<file path="config.mk">
export PLATFORM = sky130hd
export DESIGN_NAME = bankmap_top
export DESIGN_NICKNAME = d
export VERILOG_FILES = /design/src/rtl/bankmap_pkg.sv /design/src/rtl/bankmap_ctrl.sv /design/src/rtl/bankmap_dp.sv /design/src/rtl/bankmap_top.sv
export SDC_FILE = /design/constraint.sdc
export NUM_CORES = 1
export LEC_CHECK = 0
export CORE_MARGIN = 5
export CORE_UTILIZATION = 47
export CTS_BUF_LIST = sky130_fd_sc_hd__clkbuf_16
export DETAILED_ROUTE_END_ITERATION = 7
export PLACE_DENSITY_LB_ADDON = 0.15
export SLEW_MARGIN = 20
export SYNTH_ARGS = -nofsm -noshare
export SYNTH_HDL_FRONTEND = slang
export SYNTH_SLANG_ARGS = --single-unit
</file>
<file path="constraint.sdc">
create_clock -name clk -period 0.8 [get_ports clk]
set_input_delay 0.08 -clock clk [delete_from_list [all_inputs] [get_ports clk]]
set_output_delay 0.08 -clock clk [all_outputs]
set_load 0.01 [all_outputs]
</file>
<file path="src/rtl/bankmap_pkg.sv">
package bankmap_pkg;

  typedef enum logic [1:0] {
    RGN_B0     = 2'd0,
    RGN_B1     = 2'd1,
    RGN_B2     = 2'd2,
    RGN_COMMON = 2'd3
  } ramRgn_e;

  // Strobes from the classifier to the datapath.
  typedef struct packed {
    logic       hitRam;
    logic       hitSfr;
    logic       hitZero;
    ramRgn_e    rgn;
    logic [1:0] sfrBank;
  } mapStrobe_t;

endpackage

</file>
<file path="src/rtl/bankmap_ctrl.sv">
module bankmap_ctrl
  import bankmap_pkg::*;
#(
  parameter int          OFF_W       = 7,
  parameter int          BANK_W      = 2,
  parameter int          COMMON_SIZE = 16,
  parameter int          B2_GPR_TOP  = 'h50,
  parameter logic [31:0] CORE_MAP    = 32'h0000_0C1C,
  parameter logic [31:0] HIGH_MIRROR = 32'h0000_0042,
  parameter logic [31:0] B0_SFR_MAP  = 32'h87E7_DC7F,
  parameter logic [31:0] B1_SFR_MAP  = 32'hBF04_5C7F
) (
  input  logic [BANK_W+OFF_W-1:0] effAddr,
  output mapStrobe_t              strb
);
  localparam int SFR_SPAN  = 2 ** (OFF_W - 2);
  localparam int COMMON_LO = 2 ** OFF_W - COMMON_SIZE;

  logic [OFF_W-1:0]  off;
  logic [BANK_W-1:0] bank;
  logic [4:0]        sfrOff;

  assign off    = effAddr[OFF_W-1:0];
  assign bank   = effAddr[BANK_W+OFF_W-1:OFF_W];
  assign sfrOff = off[4:0];

  always_comb begin
    strb = '{hitRam: 1'b0, hitSfr: 1'b0, hitZero: 1'b1,
             rgn: RGN_B0, sfrBank: 2'd0};
    if (off == '0) begin
      strb.hitZero = 1'b1;              // pointer aimed at itself
    end else if (int'(off) >= COMMON_LO) begin
      strb.hitZero = 1'b0;
      strb.hitRam  = 1'b1;
      strb.rgn     = RGN_COMMON;        // shared by all banks
    end else if (int'(off) >= SFR_SPAN) begin
      unique case (bank)
        2'd0: begin strb.hitRam = 1'b1; strb.hitZero = 1'b0; strb.rgn = RGN_B0; end
        2'd1: begin strb.hitRam = 1'b1; strb.hitZero = 1'b0; strb.rgn = RGN_B1; end
        2'd2: if (int'(off) < B2_GPR_TOP) begin
                strb.hitRam = 1'b1; strb.hitZero = 1'b0; strb.rgn = RGN_B2;
              end
        default: ;                      // bank 3 has no private RAM
      endcase
    end else if (CORE_MAP[sfrOff]) begin
      strb.hitSfr  = 1'b1;              // core registers fold to bank 0
      strb.hitZero = 1'b0;
      strb.sfrBank = 2'd0;
    end else if (bank[1]) begin
      if (HIGH_MIRROR[sfrOff]) begin
        strb.hitSfr  = 1'b1;            // upper banks mirror lower
        strb.hitZero = 1'b0;
        strb.sfrBank = {1'b0, bank[0]};
      end
    end else if ((bank[0] ? B1_SFR_MAP[sfrOff] : B0_SFR_MAP[sfrOff])) begin
      strb.hitSfr  = 1'b1;
      strb.hitZero = 1'b0;
      strb.sfrBank = {1'b0, bank[0]};
    end
  end

endmodule

</file>
<file path="src/rtl/bankmap_dp.sv">
module bankmap_dp
  import bankmap_pkg::*;
#(
  parameter int OFF_W       = 7,
  parameter int BANK_W      = 2,
  parameter int PTR_W       = 8,
  parameter int IDX_W       = 8,
  parameter int COMMON_SIZE = 16,
  parameter int B2_GPR_TOP  = 'h50
) (
  input  logic                    clk,
  input  logic                    rstN,
  input  logic                    reqValid,
  input  logic                    reqWrite,
  input  logic                    isIndirect,
  input  logic [BANK_W-1:0]       bankSel,
  input  logic [OFF_W-1:0]        opField,
  input  logic                    irpBit,
  input  logic [PTR_W-1:0]        ptrVal,
  input  mapStrobe_t              strb,
  output logic [BANK_W+OFF_W-1:0] effAddr,
  output logic                    rspValid,
  output logic                    ramSel,
  output logic [IDX_W-1:0]        ramIdx,
  output logic                    sfrSel,
  output logic [BANK_W+OFF_W-1:0] sfrAddr,
  output logic                    readZero,
  output logic                    wrEn
);
  localparam int ADDR_W      = BANK_W + OFF_W;
  localparam int SFR_SPAN    = 2 ** (OFF_W - 2);
  localparam int COMMON_LO   = 2 ** OFF_W - COMMON_SIZE;
  localparam int BANK_GPR    = COMMON_LO - SFR_SPAN;
  localparam int B1_BASE     = BANK_GPR;
  localparam int B2_BASE     = 2 * BANK_GPR;
  localparam int COMMON_BASE = B2_BASE + (B2_GPR_TOP - SFR_SPAN);

  logic             useptr;
  logic [OFF_W-1:0] off;
  logic [IDX_W-1:0] idxNext;
  logic [IDX_W-1:0] rgnBase;
  logic [IDX_W-1:0] rgnStart;

  // Offset 0 of a direct access redirects through the pointer.
  assign useptr  = isIndirect || (opField == '0);
  assign effAddr = useptr ? {irpBit, ptrVal} : {bankSel, opField};
  assign off     = effAddr[OFF_W-1:0];

  always_comb begin
    unique case (strb.rgn)
      RGN_B0:     begin rgnBase = IDX_W'(0);           rgnStart = IDX_W'(SFR_SPAN);  end
      RGN_B1:     begin rgnBase = IDX_W'(B1_BASE);     rgnStart = IDX_W'(SFR_SPAN);  end
      RGN_B2:     begin rgnBase = IDX_W'(B2_BASE);     rgnStart = IDX_W'(SFR_SPAN);  end
      default:    begin rgnBase = IDX_W'(COMMON_BASE); rgnStart = IDX_W'(COMMON_LO); end
    endcase
    idxNext = rgnBase + (IDX_W'(off) - rgnStart);
  end

  always_ff @(posedge clk or negedge rstN) begin
    if (!rstN) begin
      rspValid <= 1'b0;
      ramSel   <= 1'b0;
      ramIdx   <= '0;
      sfrSel   <= 1'b0;
      sfrAddr  <= '0;
      readZero <= 1'b0;
      wrEn     <= 1'b0;
    end else begin
      rspValid <= reqValid;
      ramSel   <= reqValid && strb.hitRam;
      ramIdx   <= (reqValid && strb.hitRam) ? idxNext : '0;
      sfrSel   <= reqValid && strb.hitSfr;
      sfrAddr  <= (reqValid && strb.hitSfr) ? {strb.sfrBank, off} : '0;
      readZero <= reqValid && strb.hitZero;
      wrEn     <= reqValid && reqWrite && !strb.hitZero;
    end
  end

  a_r11_one_target: assert property (@(posedge clk) disable iff (!rstN)
    rspValid |-> ($countones({ramSel, sfrSel, readZero}) == 1));

  a_r11_idle: assert property (@(posedge clk) disable iff (!rstN)
    !reqValid |=> (!rspValid && !ramSel && !sfrSel && !readZero && !wrEn));

  a_r10_hole_no_write: assert property (@(posedge clk) disable iff (!rstN)
    readZero |-> !wrEn);

  a_r4_self_pointer: assert property (@(posedge clk) disable iff (!rstN)
    (reqValid && isIndirect && ptrVal[OFF_W-1:0] == '0) |=> readZero);

  a_r5_common_fold: assert property (@(posedge clk) disable iff (!rstN)
    (reqValid && !isIndirect && int'(opField) >= COMMON_LO) |=>
      (ramSel && ramIdx == IDX_W'(COMMON_BASE) + (IDX_W'($past(opField)) - IDX_W'(COMMON_LO))));

  a_r7_core_status: assert property (@(posedge clk) disable iff (!rstN)
    (reqValid && !isIndirect && opField == OFF_W'(3)) |=>
      (sfrSel && sfrAddr == ADDR_W'(3)));

endmodule

</file>
<file path="src/rtl/bankmap_top.sv">
module bankmap_top
  import bankmap_pkg::*;
#(
  parameter int OFF_W  = 7,
  parameter int BANK_W = 2,
  parameter int PTR_W  = 8,
  parameter int IDX_W  = 8
) (
  input  logic                    clk,
  input  logic                    rstN,
  input  logic                    reqValid,
  input  logic                    reqWrite,
  input  logic                    isIndirect,
  input  logic [BANK_W-1:0]       bankSel,
  input  logic [OFF_W-1:0]        opField,
  input  logic                    irpBit,
  input  logic [PTR_W-1:0]        ptrVal,
  output logic                    rspValid,
  output logic                    ramSel,
  output logic [IDX_W-1:0]        ramIdx,
  output logic                    sfrSel,
  output logic [BANK_W+OFF_W-1:0] sfrAddr,
  output logic                    readZero,
  output logic                    wrEn
);
  logic [BANK_W+OFF_W-1:0] effAddr;
  mapStrobe_t              strb;

  bankmap_ctrl #(.OFF_W(OFF_W), .BANK_W(BANK_W)) u_ctrl (
    .effAddr (effAddr),
    .strb    (strb)
  );

  bankmap_dp #(.OFF_W(OFF_W), .BANK_W(BANK_W), .PTR_W(PTR_W), .IDX_W(IDX_W)) u_dp (
    .clk        (clk),
    .rstN       (rstN),
    .reqValid   (reqValid),
    .reqWrite   (reqWrite),
    .isIndirect (isIndirect),
    .bankSel    (bankSel),
    .opField    (opField),
    .irpBit     (irpBit),
    .ptrVal     (ptrVal),
    .strb       (strb),
    .effAddr    (effAddr),
    .rspValid   (rspValid),
    .ramSel     (ramSel),
    .ramIdx     (ramIdx),
    .sfrSel     (sfrSel),
    .sfrAddr    (sfrAddr),
    .readZero   (readZero),
    .wrEn       (wrEn)
  );

endmodule

</file>
Yosys cells after proc, flatten, opt, wreduce, memory -nomap -nowiden --
Memory sizes are Yosys's and may differ from the RTL's. Index checks and enable logic that the tools add are counted.
Cells by class: add/sub/neg operators 2, $lt $le $gt $ge 4, equality and inequality tests 4, mux-type cells 34, reductions and logical operators 13
Operator list (number):
- $pmux 8 s3 | 1
- $mux 2 | 10
- $mux 9 | 2
- $logic_not 7->1 | 2
- $mux 1 | 14
- $pmux 3 s3 | 1
- $add 8x8->8 | 1
- $mux 8 | 1
- $sub 7x7->8 | 1
- $ge 7x6->1 const B | 1
- $ge 7x7->1 const B | 1
- $lt 7x7->1 const B | 1
- $mux 7 | 1
- $lt 5x6->1 const B | 1
- $mux 3 | 2
- $logic_and 1x1->1 | 5
- $eq 2x1->1 const B | 2
- $eq 2x2->1 const B | 2
- $logic_not 2->1 | 2
- $mux 4 | 1
- $reduce_or 3->1 | 1
- $pmux 1 s2 | 1
- $reduce_or 2->1 | 1
- $logic_not 1->1 | 1
- $logic_or 1x1->1 | 1
Storage, ports and cells: bits in registers 22, bits in read-only memories 128, input port bits 23, logic and storage cells 68, memories kept 4
Memory list:
- (no name shown) | words 32, bits a word 1, read ports 1, clocked after memory_dff 0, write ports 0, line bankmap_ctrl.sv:45 | end else if (CORE_MAP[sfrOff]) begin
- (no name shown) | words 32, bits a word 1, read ports 1, clocked after memory_dff 0, write ports 0, line bankmap_ctrl.sv:50 | if (HIGH_MIRROR[sfrOff]) begin
- (no name shown) | words 32, bits a word 1, read ports 1, clocked after memory_dff 0, write ports 0, line bankmap_ctrl.sv:55 | end else if ((bank[0] ? B1_SFR_MAP[sfrOff] : B0_SFR_MAP[sfrOff])) begin
- (no name shown) | words 32, bits a word 1, read ports 1, clocked after memory_dff 0, write ports 0, line bankmap_ctrl.sv:55

Depth between registers and ports, before layout --
depth in word-level cells 18, mapped depth 16

Cells and area by module --
A second synthesis with hierarchy kept.
Second synthesis, totals: cell total of the unflattened synthesis 153, area total of the unflattened synthesis 1458.9 µm²
By module, submodules not included:
- bankmap_dp | instances 1, cells an instance 108, area each 1162.4 µm²
- bankmap_ctrl | instances 1, cells an instance 45, area each 296.5 µm²

Least setup slack after synthesis --
Ideal clock, no wire load.
kind input port to flip-flop, start point input opField[1], end point register u_dp.ramIdx[7], library setup time 0.078 ns, arrival time 2.912 ns, required time 0.722 ns, setup slack -2.191 ns, stages on the path 15, cells stage by stage nor4_4 > a21o_2 > a21oi_1 > or3_1 > clkbuf_1 > inv_1 > a21o_2 > inv_1 > fa_1 > inv_1 > ha_1 > a21o_1 > nand3_1 > a211o_1 > a21oi_1
Between the ends: longest elaborated chain between the ends 15
Ends and longest elaborated chain:
- from (decl) | line bankmap_top.sv:15 | input logic [OFF_W-1:0] opField,
- $logic_not 7->1 | line bankmap_dp.sv:45 | assign useptr = isIndirect || (opField == '0);
- $logic_or 1x1->1 | line bankmap_dp.sv:45
- $mux 9 (*) | line bankmap_dp.sv:46 | assign effAddr = useptr ? {irpBit, ptrVal} : {bankSel, opField};
- $lt 7x7->1 | line bankmap_ctrl.sv:40 | 2'd2: if (int'(off) < B2_GPR_TOP) begin
- $mux 3 | line bankmap_ctrl.sv:40
- $pmux 3 s3 | line bankmap_ctrl.sv:37 | unique case (bank)
- $mux 2 | line bankmap_ctrl.sv:36 | end else if (int'(off) >= SFR_SPAN) begin
- $mux 3 | line bankmap_ctrl.sv:32 | end else if (int'(off) >= COMMON_LO) begin
- $mux 4 | line bankmap_ctrl.sv:30 | if (off == '0) begin
- $eq 2x1->1 (tied with other cells) | line bankmap_dp.sv:50 | unique case (strb.rgn)
- $reduce_or 3->1 (no source line)
- $mux 7 | line bankmap_dp.sv:50
- $sub 7x7->8 | line bankmap_dp.sv:56 | idxNext = rgnBase + (IDX_W'(off) - rgnStart);
- $add 8x8->8 | line bankmap_dp.sv:56
- $mux 8 (*) | line bankmap_dp.sv:71 | ramIdx <= (reqValid && strb.hitRam) ? idxNext : '0;
- to (signal assigned) | line bankmap_dp.sv:71
- to (decl) | line bankmap_dp.sv:24 | output logic [IDX_W-1:0] ramIdx,
Mark *: on every way between the ends. The rest lies on a longest branch, timed or not.

Worst setup path in the final report --
start point input opField[2], end point register u_dp.ramIdx[6]
Same word-level chain as after synthesis.

==> run_summary.xml <==
<?xml version="1.0" encoding="UTF-8"?>
<metrics>
  <group name="status">
    <metric name="status" unit="">finished with violations</metric>
    <metric name="failed_checks" unit="">negative setup slack</metric>
  </group>
  <group name="pwr">
    <metric name="p_seq_share" unit="%">24.3</metric>
    <metric name="power.share.switching" unit="%">36.8</metric>
    <metric name="internal-power" unit="mW">3.08</metric>
    <metric name="totalPowerFinal" unit="mW">4.88</metric>
    <metric name="p_per_area" unit="nW/um^2">1650</metric>
    <metric name="netSwitchingPower" unit="mW">1.80</metric>
    <metric name="p_clk_share" unit="%">22.6</metric>
    <metric name="vdd.ir_drop.worst" unit="V">0.00124</metric>
    <metric name="power.share.combinational" unit="%">53.1</metric>
    <metric name="power.leakage" unit="nW">1.42</metric>
  </group>
  <group name="timing">
    <metric name="timing.fmax" unit="MHz">358</metric>
    <metric name="fin_hold_ws" unit="ns">0.157</metric>
    <metric name="relSlewSlack" unit="%">55.9</metric>
    <metric name="final-max-slew-violation-count" unit="">0</metric>
    <metric name="rsz0062_at_grt" unit="">true</metric>
    <metric name="timing_hold_violations_final" unit="">0</metric>
    <metric name="fin_crit_sh" unit="%">349</metric>
    <metric name="post-route-worst-setup-slack" unit="ns">-1.99</metric>
    <metric name="period_needed" unit="ns">2.79</metric>
    <metric name="tightest_slew" unit="ns">0.656</metric>
    <metric name="report.final.setup_viol" unit="">39</metric>
  </group>
  <group name="worst_setup_path">
    <metric name="required" unit="ns">0.95</metric>
    <metric name="critPathArrivalTime" unit="ns">2.94</metric>
    <metric name="highest_net_fanout_along_the_worst_path" unit="">4</metric>
    <metric name="setup.worst_path.start_class" unit="">input port</metric>
    <metric name="critical_path.endpoint" unit="">u_dp.ramIdx[6]</metric>
    <metric name="max_stage_delay" unit="ns">0.44</metric>
    <metric name="cp_top_family" unit="">simple AND/OR/NAND/NOR gates</metric>
    <metric name="cp_num_buf_inv" unit="">4</metric>
    <metric name="crit_path_cell_trace" unit="">buf_8 -&gt; nor4_4 -&gt; a21o_2 -&gt; a21oi_1 -&gt; or3_4 -&gt; inv_4 -&gt; a21o_4 -&gt; buf_4 -&gt; fa_1 -&gt; ha_4 -&gt; inv_4 -&gt; nor3_2 -&gt; a31oi_1 -&gt; o21ai_1 -&gt; nor3b_2 -&gt; nor2_1</metric>
    <metric name="worstSetupPathType" unit="">input port to register</metric>
    <metric name="cp_common_cell" unit="">sky130_fd_sc_hd__inv_4</metric>
    <metric name="timing.critical_path.slowest_stage_cell" unit="">sky130_fd_sc_hd__fa_1</metric>
    <metric name="launching_instance_or_port_of_the_critical_path" unit="">opField[2]</metric>
    <metric name="critical_path_cell_count" unit="">16</metric>
    <metric name="timing.critical_path.to_type" unit="">register</metric>
  </group>
  <group name="cts">
    <metric name="cts_htree_levels" unit="">1</metric>
    <metric name="clock-sinks" unit="">21</metric>
    <metric name="cts_buffers" unit="">3</metric>
    <metric name="clock_tree.buffer_depth" unit="">2</metric>
    <metric name="clockRootBuffer" unit="">sky130_fd_sc_hd__clkbuf_16</metric>
    <metric name="clock_tree_from_tritoncts" unit="">done</metric>
    <metric name="clk_pin_slew" unit="ns">0.07</metric>
  </group>
  <group name="global_routing">
    <metric name="antenna_found_initial" unit="">0</metric>
    <metric name="grt_max_degree" unit="">22</metric>
    <metric name="gr-total-overflow" unit="">0</metric>
    <metric name="first_pass_grt_wire_length" unit="microns">10800</metric>
    <metric name="grt_util_all_layers" unit="%">32.9</metric>
    <metric name="first_global_vias" unit="">2105</metric>
  </group>
  <group name="route">
    <metric name="drtPass1Iterations" unit="">5</metric>
    <metric name="drt_iter0_markers" unit="">360</metric>
    <metric name="drt.antenna.violating_nets" unit="">0</metric>
    <metric name="route.detailed.drc" unit="">0</metric>
    <metric name="drt-total-wl" unit="microns">8940</metric>
    <metric name="vias" unit="">2197</metric>
    <metric name="detail_route.wl_per_cell" unit="microns">27.7</metric>
    <metric name="post_detailed_route_via_to_cell_ratio" unit="">6.80</metric>
  </group>
  <group name="floorplanning">
    <metric name="floorplan.rows" unit="">20</metric>
    <metric name="start_util" unit="%">49.2</metric>
    <metric name="die_y" unit="microns">66.5</metric>
    <metric name="dieArea" unit="sq um">4420</metric>
    <metric name="fp.coreArea" unit="sq um">3050</metric>
    <metric name="dieWidth" unit="microns">66.5</metric>
    <metric name="number_of_i_o_pins" unit="">45</metric>
  </group>
  <group name="logic_synthesis">
    <metric name="ys_warn_count" unit="">0</metric>
    <metric name="postSynthCellCount" unit="">158</metric>
    <metric name="ys.flop_type" unit="">sky130_fd_sc_hd__dfrtp_1</metric>
    <metric name="synth.lib_cells_used.distinct" unit="">55</metric>
    <metric name="synth-seq-area-share" unit="%">35.0</metric>
    <metric name="postSynth.asyncResetShare" unit="%">100</metric>
    <metric name="mapped_cell_area" unit="sq um">1500</metric>
    <metric name="synth_enable_flop_cells" unit="">0</metric>
    <metric name="postSynthRegisterBits" unit="">21</metric>
    <metric name="post_synth.cell_area_avg" unit="sq um">9.50</metric>
  </group>
  <group name="layout">
    <metric name="final.fill_count" unit="">56</metric>
    <metric name="nets" unit="">312</metric>
    <metric name="drive_above_1_share" unit="%">63.1</metric>
    <metric name="insertedDiodeCount" unit="">0</metric>
    <metric name="area_growth" unit="%">96.7</metric>
  </group>
  <group name="place">
    <metric name="detailed_place_hpwl" unit="microns">3750</metric>
    <metric name="port_buffers" unit="">43</metric>
    <metric name="gp_congestion" unit="">0.888</metric>
  </group>
  <group name="worst_hold_path">
    <metric name="worstHoldPathType" unit="">input port to asynchronous set/reset pin</metric>
  </group>
  <group name="flow_run">
    <metric name="drv.max_cap_violation_count" unit="">0</metric>
  </group>
</metrics>
## logic make-up after synthesis
group	Yosys count	share of synthesized area, %
mux	7	5.08
xor+xnor	2	1.17
other cells	1	0.250
compound gates	42	21.4
fa+ha+maj	9	8.50
simple gates	58	23.5
flops	21	35.0
buf+inv	18	5.08
## flip-flops by register name, indices dropped and copies added, names as in the netlist
register and count:
u_dp.sfrAddr 8, u_dp.ramIdx 8, u_dp.rspValid 1, u_dp.wrEn 1, u_dp.readZero 1, u_dp.ramSel 1, u_dp.sfrSel 1
## layout by cell type (no fill, tap or decap), types with 4 or more instances in the layout
cell and instances:
sky130_fd_sc_hd__nor3_2 5, sky130_fd_sc_hd__nor2_1 9, sky130_fd_sc_hd__buf_6 21, sky130_fd_sc_hd__a21oi_2 4, sky130_fd_sc_hd__inv_1 8, sky130_fd_sc_hd__nor2b_1 5
sky130_fd_sc_hd__dfrtp_1 21, sky130_fd_sc_hd__ha_1 4, sky130_fd_sc_hd__buf_2 19, sky130_fd_sc_hd__clkdlybuf4s50_1 11, sky130_fd_sc_hd__nor3_1 5, sky130_fd_sc_hd__nor2_2 4
sky130_fd_sc_hd__buf_4 61
## per-layer routing
metal	vias up	part of all wire, %	global-route usage (%)
met3	93	12	4.72
met1	998	32	33.2
li1	832	-	-
met5	-	0	0
met4	0	11	24.9
met2	274	45	60.0
## per-stage QoR
step           std cells  instance area (sq um)  setup TNS [ns]  utilization [%]  worst slack [ns]
6_report             323                   2950          -29.30             96.8             -1.99
5_1_grt              323                   2950          -30.83             96.8             -2.09
4_1_cts              316                   2750          -25.15             90.0             -1.95
3_5_place_dp         293                   2400          -40.66             78.7             -2.72
3_3_place_gp         293                   2400          -38.87             78.7             -2.49
2_1_floorplan        160                   1560          -22.60                -             -2.05
## worst min path at each step
stage | startpoint | to | slack, ns | depth (start not counted)
5_1_grt | rstN | u_dp.ramIdx[0] | 0.17 | 2
2_1_floorplan | rstN | u_dp.ramIdx[0] | -0.22 | 0
3_5_place_dp | rstN | u_dp.sfrSel | 0.44 | 2
3_3_place_gp | rstN | u_dp.sfrSel | 0.44 | 2
4_1_cts | rstN | u_dp.ramIdx[0] | 0.17 | 2
6_report | rstN | u_dp.ramIdx[0] | 0.16 | 2
## Yosys cell counts (2+ instances only)
cell type | number | area (sq um)
sky130_fd_sc_hd__dfrtp_1 | 21 | 526
sky130_fd_sc_hd__nor2_1 | 15 | 56.3
sky130_fd_sc_hd__inv_1 | 12 | 45.0
sky130_fd_sc_hd__nor3_1 | 10 | 50.1
sky130_fd_sc_hd__a21oi_1 | 7 | 35.0
sky130_fd_sc_hd__ha_1 | 7 | 87.6
sky130_fd_sc_hd__nor2b_1 | 6 | 37.5
sky130_fd_sc_hd__a21o_2 | 4 | 35.0
sky130_fd_sc_hd__a31oi_1 | 4 | 25.0
sky130_fd_sc_hd__mux2_2 | 4 | 45.0
sky130_fd_sc_hd__a21o_1 | 3 | 22.5
sky130_fd_sc_hd__a21oi_2 | 3 | 26.3
sky130_fd_sc_hd__nand2_1 | 3 | 11.3
sky130_fd_sc_hd__nand3_1 | 3 | 15.0
sky130_fd_sc_hd__nor4_1 | 3 | 18.8
sky130_fd_sc_hd__o22ai_1 | 3 | 18.8
sky130_fd_sc_hd__a31o_2 | 2 | 17.5
sky130_fd_sc_hd__buf_2 | 2 | 10.0
sky130_fd_sc_hd__fa_1 | 2 | 40.0
sky130_fd_sc_hd__mux2i_1 | 2 | 20.0
sky130_fd_sc_hd__nand2b_1 | 2 | 12.5
sky130_fd_sc_hd__nor3b_1 | 2 | 15.0
sky130_fd_sc_hd__o2111ai_1 | 2 | 17.5
sky130_fd_sc_hd__o211a_1 | 2 | 20.0
sky130_fd_sc_hd__o21ai_0 | 2 | 10.0
sky130_fd_sc_hd__or3_1 | 2 | 12.5
sky130_fd_sc_hd__xnor2_1 | 2 | 17.5
## power by group through the flow
stage          clock network, mW  logic [mW]  registers, mW
2_1_floorplan                  0       0.763           1.23
3_3_place_gp                   0        1.55           1.18
3_5_place_dp                   0        1.65           1.19
4_1_cts                     1.05        2.07           1.17
5_1_grt                     1.12        2.68           1.19
6_report                    1.10        2.59           1.19
## final cells by class
type / instances / area, sq um / area share, %
multi-input combinational: 122 / 1260 / 42.6
timing repair buffer: 118 / 976 / 33.0
sequential: 21 / 526 / 17.8
clock buffer: 3 / 75.1 / 2.54
inverter: 14 / 60.1 / 2.03
tap: 44 / 55.1 / 1.86
clock inverter: 1 / 5.00 / 0.169
## repair_timing
item,in CTS,in global routing
pin swaps,38,22
cloned,1,0
buffers inserted,19,7
resized for setup,180,28
endpoints found under the setup margin,39,39
hold buffers,0,0
(Power assumes the default switching activity.)
